## src/rtl/cache_tag_pkg.sv

```systemverilog
package cache_tag_pkg;
  typedef enum logic {
    ST_IDLE = 1'b0,
    ST_PREF = 1'b1
  } ctl_state_t;
endpackage

```

## src/rtl/cache_way_match.sv

```systemverilog
module cache_way_match #(
  parameter int WAYS   = 2,
  parameter int TAG_W  = 45,
  parameter int RANK_W = 1,
  parameter int WAY_W  = 1
) (
  input  logic [WAYS-1:0][TAG_W-1:0]  set_tags,
  input  logic [WAYS-1:0]             set_valid,
  input  logic [WAYS-1:0][RANK_W-1:0] set_ranks,
  input  logic [TAG_W-1:0]            look_tag,
  output logic                        hit,
  output logic [WAY_W-1:0]            hit_way,
  output logic [WAY_W-1:0]            victim_way
);
  logic [WAYS-1:0] match;
  logic [WAYS-1:0] is_oldest;

  for (genvar w = 0; w < WAYS; w++) begin : g_cmp
    assign match[w]     = set_valid[w] && (set_tags[w] == look_tag);
    assign is_oldest[w] = (set_ranks[w] == RANK_W'(WAYS - 1));
  end

  assign hit = |match;

  always_comb begin
    hit_way = '0;
    for (int w = WAYS - 1; w >= 0; w--) begin
      if (match[w]) hit_way = WAY_W'(w);
    end
  end

  always_comb begin
    logic found;
    found      = 1'b0;
    victim_way = '0;
    for (int w = 0; w < WAYS; w++) begin
      if (!found && !set_valid[w]) begin
        victim_way = WAY_W'(w);
        found      = 1'b1;
      end
    end
    if (!found) begin
      for (int w = WAYS - 1; w >= 0; w--) begin
        if (is_oldest[w]) victim_way = WAY_W'(w);
      end
    end
  end
endmodule

```

## src/rtl/cache_rank_update.sv

```systemverilog
module cache_rank_update #(
  parameter int WAYS   = 2,
  parameter int RANK_W = 1,
  parameter int WAY_W  = 1
) (
  input  logic [WAYS-1:0][RANK_W-1:0] cur_ranks,
  input  logic [WAY_W-1:0]            touch_way,
  output logic [WAYS-1:0][RANK_W-1:0] new_ranks
);
  logic [RANK_W-1:0] touched_rank;
  assign touched_rank = cur_ranks[touch_way];

  for (genvar w = 0; w < WAYS; w++) begin : g_rank
    always_comb begin
      if (WAY_W'(w) == touch_way)
        new_ranks[w] = '0;
      else if (cur_ranks[w] < touched_rank)
        new_ranks[w] = cur_ranks[w] + 1'b1;
      else
        new_ranks[w] = cur_ranks[w];
    end
  end
endmodule

```

## src/rtl/cache_tag_ctrl.sv

```systemverilog
module cache_tag_ctrl
  import cache_tag_pkg::*;
#(
  parameter int ADDR_W      = 48,
  parameter int SETS        = 2,
  parameter int WAYS        = 2,
  parameter int BLOCK_BYTES = 4,
  parameter int CNT_W       = 32
) (
  input  logic              clk,
  input  logic              rst,
  input  logic              pf_en,
  input  logic              req_valid,
  output logic              req_ready,
  input  logic [47:0]       req_addr,
  input  logic              req_write,
  output logic              rsp_valid,
  output logic              rsp_hit,
  output logic [CNT_W-1:0]  cnt_mem_rd,
  output logic [CNT_W-1:0]  cnt_mem_wr,
  output logic [CNT_W-1:0]  cnt_hit,
  output logic [CNT_W-1:0]  cnt_miss
);
  localparam int OFF_W  = $clog2(BLOCK_BYTES);
  localparam int IDX_B  = $clog2(SETS);
  localparam int SET_W  = (SETS > 1) ? IDX_B : 1;
  localparam int BLK_W  = ADDR_W - OFF_W;
  localparam int TAG_W  = BLK_W - IDX_B;
  localparam int WAY_W  = (WAYS > 1) ? $clog2(WAYS) : 1;
  localparam int RANK_W = WAY_W;

  logic [WAYS-1:0][TAG_W-1:0]  tag_mem  [SETS];
  logic [WAYS-1:0]             vld_mem  [SETS];
  logic [WAYS-1:0][RANK_W-1:0] rank_mem [SETS];

  ctl_state_t       state_q;
  logic [BLK_W-1:0] pf_blk_q;
  logic [BLK_W-1:0] req_blk, lk_blk;
  logic [SET_W-1:0] lk_set;
  logic [TAG_W-1:0] lk_tag;

  logic                        lk_hit;
  logic [WAY_W-1:0]            lk_hit_way, lk_victim, touch_way;
  logic [WAYS-1:0][RANK_W-1:0] upd_ranks;

  assign req_ready = (state_q == ST_IDLE);
  assign req_blk   = req_addr[ADDR_W-1:OFF_W];
  assign lk_blk    = (state_q == ST_PREF) ? pf_blk_q : req_blk;
  assign lk_tag    = lk_blk[BLK_W-1:IDX_B];

  if (SETS > 1) begin : g_idx
    assign lk_set = lk_blk[SET_W-1:0];
  end else begin : g_noidx
    assign lk_set = '0;
  end

  cache_way_match #(
    .WAYS(WAYS), .TAG_W(TAG_W), .RANK_W(RANK_W), .WAY_W(WAY_W)
  ) u_match (
    .set_tags   (tag_mem[lk_set]),
    .set_valid  (vld_mem[lk_set]),
    .set_ranks  (rank_mem[lk_set]),
    .look_tag   (lk_tag),
    .hit        (lk_hit),
    .hit_way    (lk_hit_way),
    .victim_way (lk_victim)
  );

  assign touch_way = lk_hit ? lk_hit_way : lk_victim;

  cache_rank_update #(
    .WAYS(WAYS), .RANK_W(RANK_W), .WAY_W(WAY_W)
  ) u_rank (
    .cur_ranks (rank_mem[lk_set]),
    .touch_way (touch_way),
    .new_ranks (upd_ranks)
  );

  // Tag array: written only on allocation, no reset needed.
  always_ff @(posedge clk) begin
    if (!rst && !lk_hit && (state_q == ST_PREF || req_valid))
      tag_mem[lk_set][lk_victim] <= lk_tag;
  end

  always_ff @(posedge clk) begin
    if (rst) begin
      state_q    <= ST_IDLE;
      pf_blk_q   <= '0;
      rsp_valid  <= 1'b0;
      rsp_hit    <= 1'b0;
      cnt_mem_rd <= '0;
      cnt_mem_wr <= '0;
      cnt_hit    <= '0;
      cnt_miss   <= '0;
      for (int s = 0; s < SETS; s++) begin
        vld_mem[s] <= '0;
        for (int w = 0; w < WAYS; w++) rank_mem[s][w] <= RANK_W'(w);
      end
    end else begin
      rsp_valid <= 1'b0;
      unique case (state_q)
        ST_IDLE: begin
          if (req_valid) begin
            rsp_valid        <= 1'b1;
            rsp_hit          <= lk_hit;
            rank_mem[lk_set] <= upd_ranks;
            if (req_write) cnt_mem_wr <= cnt_mem_wr + 1'b1;
            if (lk_hit) begin
              cnt_hit <= cnt_hit + 1'b1;
            end else begin
              cnt_miss                   <= cnt_miss + 1'b1;
              cnt_mem_rd                 <= cnt_mem_rd + 1'b1;
              vld_mem[lk_set][lk_victim] <= 1'b1;
              if (pf_en) begin
                pf_blk_q <= req_blk + 1'b1;
                state_q  <= ST_PREF;
              end
            end
          end
        end
        ST_PREF: begin
          if (!lk_hit) begin
            cnt_mem_rd                 <= cnt_mem_rd + 1'b1;
            vld_mem[lk_set][lk_victim] <= 1'b1;
            rank_mem[lk_set]           <= upd_ranks;
          end
          state_q <= ST_IDLE;
        end
        default: state_q <= ST_IDLE;
      endcase
    end
  end
endmodule

```

## config.mk

```make
export PLATFORM = sky130hd
export DESIGN_NAME = cache_tag_ctrl
export DESIGN_NICKNAME = d
export VERILOG_FILES = /design/src/rtl/cache_tag_pkg.sv /design/src/rtl/cache_way_match.sv /design/src/rtl/cache_rank_update.sv /design/src/rtl/cache_tag_ctrl.sv
export SDC_FILE = /design/constraint.sdc
export NUM_CORES = 1
export LEC_CHECK = 0
export ABC_AREA = 1
export CAP_MARGIN = 5
export CORE_MARGIN = 5
export CORE_UTILIZATION = 35
export DETAILED_ROUTE_END_ITERATION = 8
export GPL_ROUTABILITY_DRIVEN = 0
export HOLD_SLACK_MARGIN = 0.06
export PLACE_DENSITY_LB_ADDON = 0.05
export REMOVE_ABC_BUFFERS = 1
export SETUP_SLACK_MARGIN = 0.5
export SYNTH_ARGS = -nofsm -noshare
export SYNTH_HDL_FRONTEND = slang
export SYNTH_SLANG_ARGS = --single-unit
export TNS_END_PERCENT = 10
```

## constraint.sdc

```tcl
create_clock -name clk -period 5.7 [get_ports clk]
set_input_delay 1.425 -clock clk [delete_from_list [all_inputs] [get_ports clk]]
set_output_delay 1.425 -clock clk [all_outputs]
set_load 0.05 [all_outputs]
```

==> flow_metrics.tcl, run 1 <==
set metrics [dict create \
    crit_end "cnt_mem_rd[31]" \
    fin_ws_ps 1010 \
    end_kind "flop" \
    vias 21200 \
    powerDensity_mw_per_mm2 254 \
    critical_path_arrival_ps 5120 \
    synth_ff_type "edfxtp_1" \
    overflow 0 \
    crit_path_start "req_addr[21]" \
    num_io_pins 184 \
    synth.top_cell.area_share 0.256 \
    coreArea_mm2 0.0615 \
    port_buffers 181 \
    r2r_start "state_q" \
    synth.largest_area_cell "edfxtp_1" \
    critPathLaunchType "primary input" \
    start_util 0.352 \
    finalCritPeriodShare 0.823 \
    drc_errors 0 \
    worst_r2r_path_depth 16 \
    postCtsSetupRepairBufs 0 \
    chipWidth_um 259 \
    slew_headroom 0.323 \
    maxCapViolCount 0 \
    cts_sinks 365 \
    required_ps 6130 \
    grt_max_degree 80 \
    power.total_mw 6.61 \
    dr.pass1.iters 5 \
    antenna_found_initial 20 \
    htreeDepth 2 \
    synth_area_leaders "edfxtp_1, nand2_1, dfxtp_1" \
    grt_setup_unrepaired "no" \
    ys_seq_area_frac 0.423 \
    ys_ff_latch 365 \
    dp_slack_ps 425 \
    rows 91 \
    dp.cells 4098 \
    synth_area_per_cell_um2 6.82 \
    r2r-end "cnt_mem_rd[31]" \
    cts_max_path_buffers 3 \
    fillers 6465 \
    routed_via_density 5.05 \
    setup_viol 0 \
    instances_no_fill 4189 \
    post-route-min-period_ps 4690 \
    synth.most_common_cell "nand2_1" \
    area_growth_pct 20.2 \
    cellLeakagePower_nw 10.9 \
    synth_edf_count 184 \
    synth-async-reset-ratio 0 \
    drive_gt1_frac 0.0457 \
    worstPathMaxFanout 38 \
    ys_warn_count 0 \
    grt_pass1_vias 20100 \
    syn-cell-area_mm2 0.0216 \
    maxSlewViolCount 0 \
    worstMarginPinSlew_ps 1010 \
    ys_types 42 \
    first_iter_violations 1353 \
    hpwl_mm 56.2 \
    die_area_mm2 0.0669 \
    cts_buffers 46 \
    clock.fmax_mhz 213 \
    grtUsageTotal 0.221 \
    irDropWorstVdd_v 0.000266 \
    cts_root_buf "clkbuf_16" \
    die_height_um 259 \
    fin_tns_setup_ps 0 \
    regArea_mm2 0.00915 \
    synthCells 3172 \
    layout.nets 3414 \
    fin_skew_ps 21.4 \
    reg2reg_slack_ps 1360 \
    grt_pass1_wl_mm 116 \
    utilization 0.423 \
    cts_tree "yes" \
    cts.reportedPaths.clkPinSlew_ps 50 \
    synthTopCellsByCount "nand2_1, inv_1, nand3_1" \
    status "finished clean" \
    clk-insertion-delay-late_ps 590 \
    route.detailed.wl_per_inst_um 18.2 \
    multiInputGateArea_mm2 0.0106 \
    finalHoldViolations 0 \
    crit_type "primary input to flop" \
    hold_path_class "flop to flop" \
    cts_resized 0 \
    drt_wl_total_mm 76.1 \
    ant_nets 0 \
    postCtsHoldBufs 0 \
]
[cells in the final DEF, fill, tap and decap left out, drive strengths merged, types with 2 or more instances in the layout]
| cell type | Yosys | final |
|---|---|---|
| nand3b | 9 | 9 |
| clkbuf | 31 | 64 |
| nand3 | 381 | 381 |
| or2 | 2 | 2 |
| xnor2 | 20 | 20 |
| o21a | 5 | 5 |
| and3 | 2 | 2 |
| dfxtp | 181 | 181 |
| clkinv | 2 | 21 |
| edfxtp | 184 | 184 |
| nor2 | 374 | 374 |
| clkdlybuf4s50 | 0 | 180 |
| nor3 | 84 | 84 |
| inv | 390 | 390 |
| xor2 | 90 | 90 |
| nand4 | 61 | 61 |
| o21ai | 91 | 91 |
| a211oi | 2 | 2 |
| o21bai | 2 | 2 |
| nor4 | 35 | 35 |
| clkinvlp | 0 | 2 |
| nor3b | 2 | 2 |
| nand2 | 1035 | 1035 |
| diode | 0 | 6 |
| a21oi | 107 | 107 |
| buf | 72 | 59 |
| ha | 5 | 5 |
[through the flow]
stage	instance area [µm²]	hold WS [ps]
floorplan	21100	429
global placement	24500	439
detailed placement	24500	448
CTS	26000	462
global route	26000	490
finish	26000	458
[how the worst min path moves through the flow]
stage / slack [ps] / cells past startpoint / from / end
after floorplan: 430 / 2 / vld_mem[0][0] / vld_mem[0][0]
final: 460 / 2 / vld_mem[0][1] / vld_mem[0][1]
after detailed placement: 450 / 2 / vld_mem[0][1] / vld_mem[0][1]
after global routing: 490 / 2 / vld_mem[0][1] / vld_mem[0][1]
after CTS: 460 / 2 / vld_mem[0][1] / vld_mem[0][1]
after global placement: 440 / 2 / vld_mem[0][0] / vld_mem[0][0]
[routing by layer]
metal | track usage | share of wire | routed length (µm) | up-vias
li1 | - | - | - | 10600
met2 | 0.352 | 0.45 | 33900 | 648
met4 | 0.0974 | 0.045 | 3400 | 22
met3 | 0.0525 | 0.074 | 5610 | 176
met5 | 0 | 0.0020 | 151 | -
met1 | 0.287 | 0.43 | 33000 | 9705
[registers in the layout, summed over array words and instances (netlist names)]
register and cells:
pf_blk_q 46, cnt_mem_wr 32, cnt_mem_rd 32, state_q 1, cnt_hit 32, cnt_miss 32, tag_mem 180, rank_mem 4
rsp_hit 1, rsp_valid 1, vld_mem 4
[power breakdown]
group / leakage (nW) / switching, mW / internal [mW]
combinational: 7.03 / 0.655 / 0.268
clock: 0.713 / 1.17 / 1.63
sequential: 3.15 / 0.0338 / 2.85
[area by class of cell]
| cell class | instances | area share |
|---|---|---|
| clock buffer | 64 | 0.0513 |
| tap | 790 | 0.0380 |
| antenna | 6 | 0.000578 |
| inverter | 392 | 0.0568 |
| sequential | 365 | 0.352 |
| multi-input combinational | 2312 | 0.406 |
| clock inverter | 21 | 0.00414 |
| timing repair buffer | 239 | 0.0912 |
[cells by family after synthesis]
kind of cell | Yosys count | share of synthesized area
flops | 365 | 0.423
xor+xnor | 110 | 0.0446
mux | 1 | 0.000463
fa+ha+maj | 5 | 0.00289
compound gates | 211 | 0.0505
buf+inv | 495 | 0.0908
simple gates | 1985 | 0.388
[critical path: stages]
cell	delay (ps)
clkdlybuf4s50_1	500
inv_1	130
o21ai_1	800
inv_1	240
nand2_1	130
nand2_1	100
nand2_1	80
nor2_1	60
nand2_1	50
nor2_1	40
nand3_2	190
nand2_2	110
nor2_4	130
buf_4	380
clkinv_2	450
nand2_1	160
a21oi_1	70
Power figures use the tool's default switching activity.
==> run 2, diff against run 1 <==
==> constraint.sdc (replaced) <==
create_clock -name clk -period 4.8 [get_ports clk]
set_input_delay 1.2 -clock clk [delete_from_list [all_inputs] [get_ports clk]]
set_output_delay 1.2 -clock clk [all_outputs]
set_load 0.05 [all_outputs]
==> run 2 against run 1 <==
  * Combinational power rose by 22%
  * Non-clock buffer count rose by 27
  * Clock skew rose by 6.0 ps
  * Clock-buffer cell count rose by 3
  * Cell area rose by 2.2%
==> flow_metrics.tcl, run 2 (synthesis results as in run 1) <==
set metrics [dict create \
    htreeDepth 2 \
    powerDensity_mw_per_mm2 318 \
    die_area_mm2 0.0669 \
    drt_wl_total_mm 76.5 \
    routed_via_density 5.04 \
    dr.pass1.iters 7 \
    cts_sinks 365 \
    cts_max_path_buffers 3 \
    critical_path_arrival_ps 4490 \
    crit_type "flop to flop" \
    top_register "tag_mem" \
    top_regs "tag_mem x180, pf_blk_q x46" \
    coreArea_mm2 0.0615 \
    fin_skew_ps 27.4 \
    clk-insertion-delay-late_ps 580 \
    chipWidth_um 259 \
    dp_slack_ps 113 \
    num_io_pins 184 \
    antenna_found_initial 18 \
    grt_pass1_wl_mm 118 \
    grtUsageTotal 0.223 \
    ant_nets 0 \
    worstPathMaxFanout 61 \
    cts_tree "yes" \
    grt_setup_unrepaired "no" \
    layout.nets 3441 \
    largest_register_ffs 180 \
    overflow 0 \
    post-route-min-period_ps 4070 \
    cellLeakagePower_nw 11.2 \
    cts_root_buf "clkbuf_16" \
    grt_pass1_vias 20500 \
    drive_gt1_frac 0.0552 \
    status "finished clean" \
    placed_area_mm2 0.0248 \
    slew_headroom 0.310 \
    route.detailed.wl_per_inst_um 18.1 \
    p_comb_frac 0.134 \
    hpwl_mm 56.7 \
    grt_max_degree 84 \
    drc_errors 0 \
    rows 91 \
    critPathLaunchType "flop" \
    setup_viol 0 \
    port_buffers 181 \
    layout_common_cells "nand2_1, inv_1, nand3_1" \
    clock.fmax_mhz 246 \
    vias 21300 \
    maxSlewViolCount 0 \
    p_sw_mw 2.22 \
    clock_power_share 0.461 \
    seq_power_share 0.405 \
    finalHoldViolations 0 \
    area_growth_pct 22.9 \
    switching_share 0.263 \
    power.internal_mw 6.22 \
    fillers 6331 \
    cts_buffers 46 \
    required_ps 5220 \
    end_kind "flop" \
    fin_ws_ps 730 \
    start_util 0.352 \
    maxCapViolCount 0 \
    utilization 0.432 \
    cts.reportedPaths.clkPinSlew_ps 60 \
    worstMarginPinSlew_ps 1030 \
    die_height_um 259 \
    fin_area_mm2 0.0266 \
    final_common_cell "nand2_1" \
    finalCritPeriodShare 0.848 \
    hold_path_class "flop to flop" \
    first_iter_violations 1668 \
    irDropWorstVdd_v 0.000263 \
]
## run 2: repair_timing
item                       CTS  global route
buffers inserted             0             0
setup endpoints to repair    0           239
hold buffers                 0             0
resized for setup            0             5
## run 2: power groups by stage
| stage | Sequential [mW] | Combinational, mW | Clock (mW) |
|---|---|---|---|
| after floorplan | 3.51 | 0.615 | 0 |
| after global placement | 3.48 | 1.11 | 0 |
| after detailed placement | 3.49 | 1.12 | 0 |
| after CTS | 3.42 | 1.12 | 3.99 |
| after global routing | 3.43 | 1.25 | 4.11 |
| final | 3.42 | 1.13 | 3.89 |
## run 2: cell type report
| cell class | count | area, µm² | share of cell area |
|---|---|---|---|
| inverters | 392 | 1480 | 0.0556 |
| clock inverters | 19 | 324 | 0.0122 |
| repair buffers | 266 | 2660 | 0.100 |
| flip-flops and latches | 365 | 9150 | 0.344 |
| multi-input cells | 2312 | 10600 | 0.397 |
| clock buffers | 67 | 1390 | 0.0525 |
| well taps | 790 | 988 | 0.0372 |
| diodes | 9 | 22.5 | 0.000848 |
## run 2: worst paths after layout
| kind | from | end | slack (ps) | cells after the start |
|---|---|---|---|---|
| max | state_q | cnt_miss[10] | 730 | 17 |
| min | vld_mem[0][0] | vld_mem[0][0] | 460 | 2 |
| max reg2reg | state_q | cnt_miss[10] | 730 | 17 |
| min reg2reg | vld_mem[0][0] | vld_mem[0][0] | 460 | 2 |
## run 2: stage by stage
stage / hold WS, ps / setup TNS [ps] / instances / total power [mW]
final: 458 / 0 / 4220 / 8.44
after floorplan: 429 / -1016910 / 3069 / 4.12
after CTS: 464 / 0 / 4211 / 8.53
after detailed placement: 450 / 0 / 4125 / 4.61
after global placement: 442 / 0 / 4125 / 4.59
after global routing: 494 / 0 / 4215 / 8.79
## run 2: critical path, cell delays in order, from the launching register on
cell and delay (ps):
dfxtp_4 630, inv_4 230, o21ai_0 850, inv_1 280, nand2_1 270, nand2_1 80, inv_1 50, nand2_1 50
nor2_1 80, nand2_1 50, nor2_1 210, nand3_4 190, nand2_2 150, buf_4 240, nor2_4 50, buf_12 180
nand2_1 130, a21oi_1 80
## run 2: metal layers
layer | vias to the layer above | wire length, µm | global-route usage
li1 | 10600 | - | -
met1 | 9808 | 34300 | 0.300
met2 | 621 | 34100 | 0.353
met3 | 168 | 5000 | 0.0498
met4 | 18 | 3020 | 0.0812
met5 | - | 129 | 0
==> run 3, diff against run 2 <==
==> constraint.sdc (replaced) <==
create_clock -name clk -period 3.3 [get_ports clk]
set_input_delay 0.825 -clock clk [delete_from_list [all_inputs] [get_ports clk]]
set_output_delay 0.825 -clock clk [all_outputs]
set_load 0.05 [all_outputs]
==> run 3 against run 2 <==
  * Register-to-register slack lost 620 ps
  * Sequential power is 46% higher
  * Clock skew fell by 3.2 ps
  * Non-clock buffer count up 422
  * Combinational power up 110%
  * Worst hold slack improved by 2.7 ps
  * Routed wire length grew 11%
  * Flip-flop and latch count unchanged
  * Clock power grew 27%
  * Setup slack worse by 620 ps
  * Critical path type unchanged
==> flow_metrics.tcl, run 3 (synthesis results as in run 1) <==
set metrics [dict create \
    power.internal_mw 8.82 \
    grt_util_met3 0.0458 \
    crit_chain "clkinv_8 > nand2_8 > nand2_8 > buf_12 > buf_12 > clkbuf_16 > nand2_2 > nand3_2 > nand2_1 > nor2_1 > nand2_1 > nor2_1 > nand2_1 > nor2_2 > nand2_4 > nand2_4 > nor2_4 > nand3_4 > nor2_4 > buf_12 > clkbuf_16" \
    crit_slowest_cell "dfxtp_4" \
    status "finished clean" \
    maxCapViolCount 0 \
    cts_root_buf "clkbuf_16" \
    crit_type "flop to flop" \
    seq_power_share 0.404 \
    grt_setup_unrepaired "yes" \
    clk-insertion-delay-late_ps 590 \
    fin_skew_ps 24.2 \
    overflow 0 \
    powerDensity_mw_per_mm2 399 \
    finalHoldViolations 0 \
    multiInputGateArea_mm2 0.0111 \
    htreeDepth 2 \
    port_buffers 181 \
    grtUsageTotal 0.242 \
    cts_sinks 365 \
    regArea_mm2 0.00915 \
    ant_nets 0 \
    area_growth_pct 42.7 \
    layout.nets 3864 \
    routed_via_density 4.98 \
    postCtsHoldBufs 0 \
    p_comb_frac 0.195 \
    grt_pass1_vias 22200 \
    use_met1 0.321 \
    vias 23100 \
    cellLeakagePower_nw 13.5 \
    critPathLaunchType "flop" \
    use_met2 0.392 \
    route.detailed.wl_per_inst_um 18.3 \
    die_height_um 259 \
    clock.fmax_mhz 314 \
    worstPathMaxFanout 8 \
    cts_tree "yes" \
    end_kind "flop" \
    p_sw_mw 3.49 \
    setup_viol 0 \
    hpwl_mm 60.6 \
    maxSlewViolCount 0 \
    first_iter_violations 1802 \
    grt_max_degree 93 \
    finalCritPeriodShare 0.966 \
    largest_register_ffs 180 \
    drt_wl_total_mm 84.7 \
    num_io_pins 184 \
    required_ps 3590 \
    final_common_cell "nand2_1" \
    cts.reportedPaths.clkPinSlew_ps 60 \
    top_usage_layer "met2" \
    top_register "tag_mem" \
    critical_path_arrival_ps 3470 \
    layout_common_cells "nand2_1, buf_4, inv_1" \
    coreArea_mm2 0.0615 \
    clock_power_share 0.401 \
    hold_path_class "flop to flop" \
    start_util 0.352 \
    power.total_mw 12.3 \
    irDropWorstVdd_v 0.000367 \
    rows 91 \
    switching_share 0.283 \
    worstMarginPinSlew_ps 1060 \
    chipWidth_um 259 \
    crit_path_max_incr_delay_ps 490 \
    fillers 6105 \
    utilization 0.502 \
    top_regs "tag_mem x180, pf_blk_q x46" \
    cts_max_path_buffers 3 \
    die_area_mm2 0.0669 \
    post-route-min-period_ps 3190 \
    slew_headroom 0.293 \
    drc_errors 0 \
    antenna_found_initial 14 \
    grt_pass1_wl_mm 127 \
    dr.pass1.iters 5 \
    drive_gt1_frac 0.189 \
    cts_buffers 46 \
]
-- run 3: cell types whose count changed in the layout (fill, tap and decap cells not counted), moves of 12 or more --
cell | previous run | this run
buf_12 | 16 | 41
buf_16 | 0 | 15
buf_4 | 68 | 430
nand2_1 | 1028 | 972
nand2_2 | 5 | 51
nand3_1 | 380 | 348
nand3_2 | 0 | 28
nor2_1 | 366 | 351
nor2_2 | 1 | 13
o21ai_0 | 59 | 47
-- run 3: cell type report --
type | count | share of cell area
multi-input cells | 2312 | 0.360
flip-flops and latches | 365 | 0.297
repair buffers | 688 | 0.216
inverters | 392 | 0.0482
clock buffers | 70 | 0.0435
well taps | 790 | 0.0320
clock inverters | 14 | 0.00353
diodes | 5 | 0.000405
repair inverters | 1 | 0.000203
-- run 3: critical path: cells and delay by family (launching register included) --
kind / cells / cell delay [ps]
buffers and inverters: 6 / 920
flip-flops: 1 / 490
AND/OR/NAND/NOR: 15 / 1450
-- run 3: power by group through the flow --
stage	Combinational [mW]	Clock (mW)	Sequential (mW)
after floorplan	0.895	0	5.10
after global placement	2.07	0	5.06
after detailed placement	2.08	0	5.07
after CTS	2.28	5.06	4.97
after global routing	2.60	5.23	4.99
final	2.40	4.94	4.98
-- run 3: final timing paths --
kind / slack [ps] / startpoint / cells past startpoint / end
worst max-delay path: 110 / state_q / 21 / tag_mem[0][86]
worst min-delay path: 460 / vld_mem[0][0] / 2 / vld_mem[0][0]
worst max register to register: 110 / state_q / 21 / tag_mem[0][86]
worst min register to register: 460 / vld_mem[0][0] / 2 / vld_mem[0][0]
-- run 3: routing by layer --
metal	vias to the layer above	wire [µm]
li1	11500	-
met5	-	107
met3	180	5270
met4	18	3730
met1	10700	37000
met2	664	38600
-- run 3: repair_timing --
item	4_1_cts	5_1_grt
gates cloned	15	10
hold endpoints to repair	0	0
resized for setup	107	101
pin swaps	8	53
buffers inserted	24	15
endpoints found under the setup margin	338	346
-- run 3: per-stage QoR --
| step | instances | setup TNS (ps) | hold slack [ps] | instance area (µm²) | setup slack, ps |
|---|---|---|---|---|---|
| 6_report | 4637 | 0 | 461 | 30900 | 112 |
| 5_1_grt | 4633 | 0 | 477 | 30900 | 8.66 |
| 4_1_cts | 4607 | 0 | 460 | 30100 | 217 |
| 3_5_place_dp | 4484 | -244870 | 446 | 27700 | -885 |
| 3_3_place_gp | 4484 | -220800 | 441 | 27700 | -809 |
| 2_1_floorplan | 3069 | -1525270 | 429 | 21100 | -5470 |
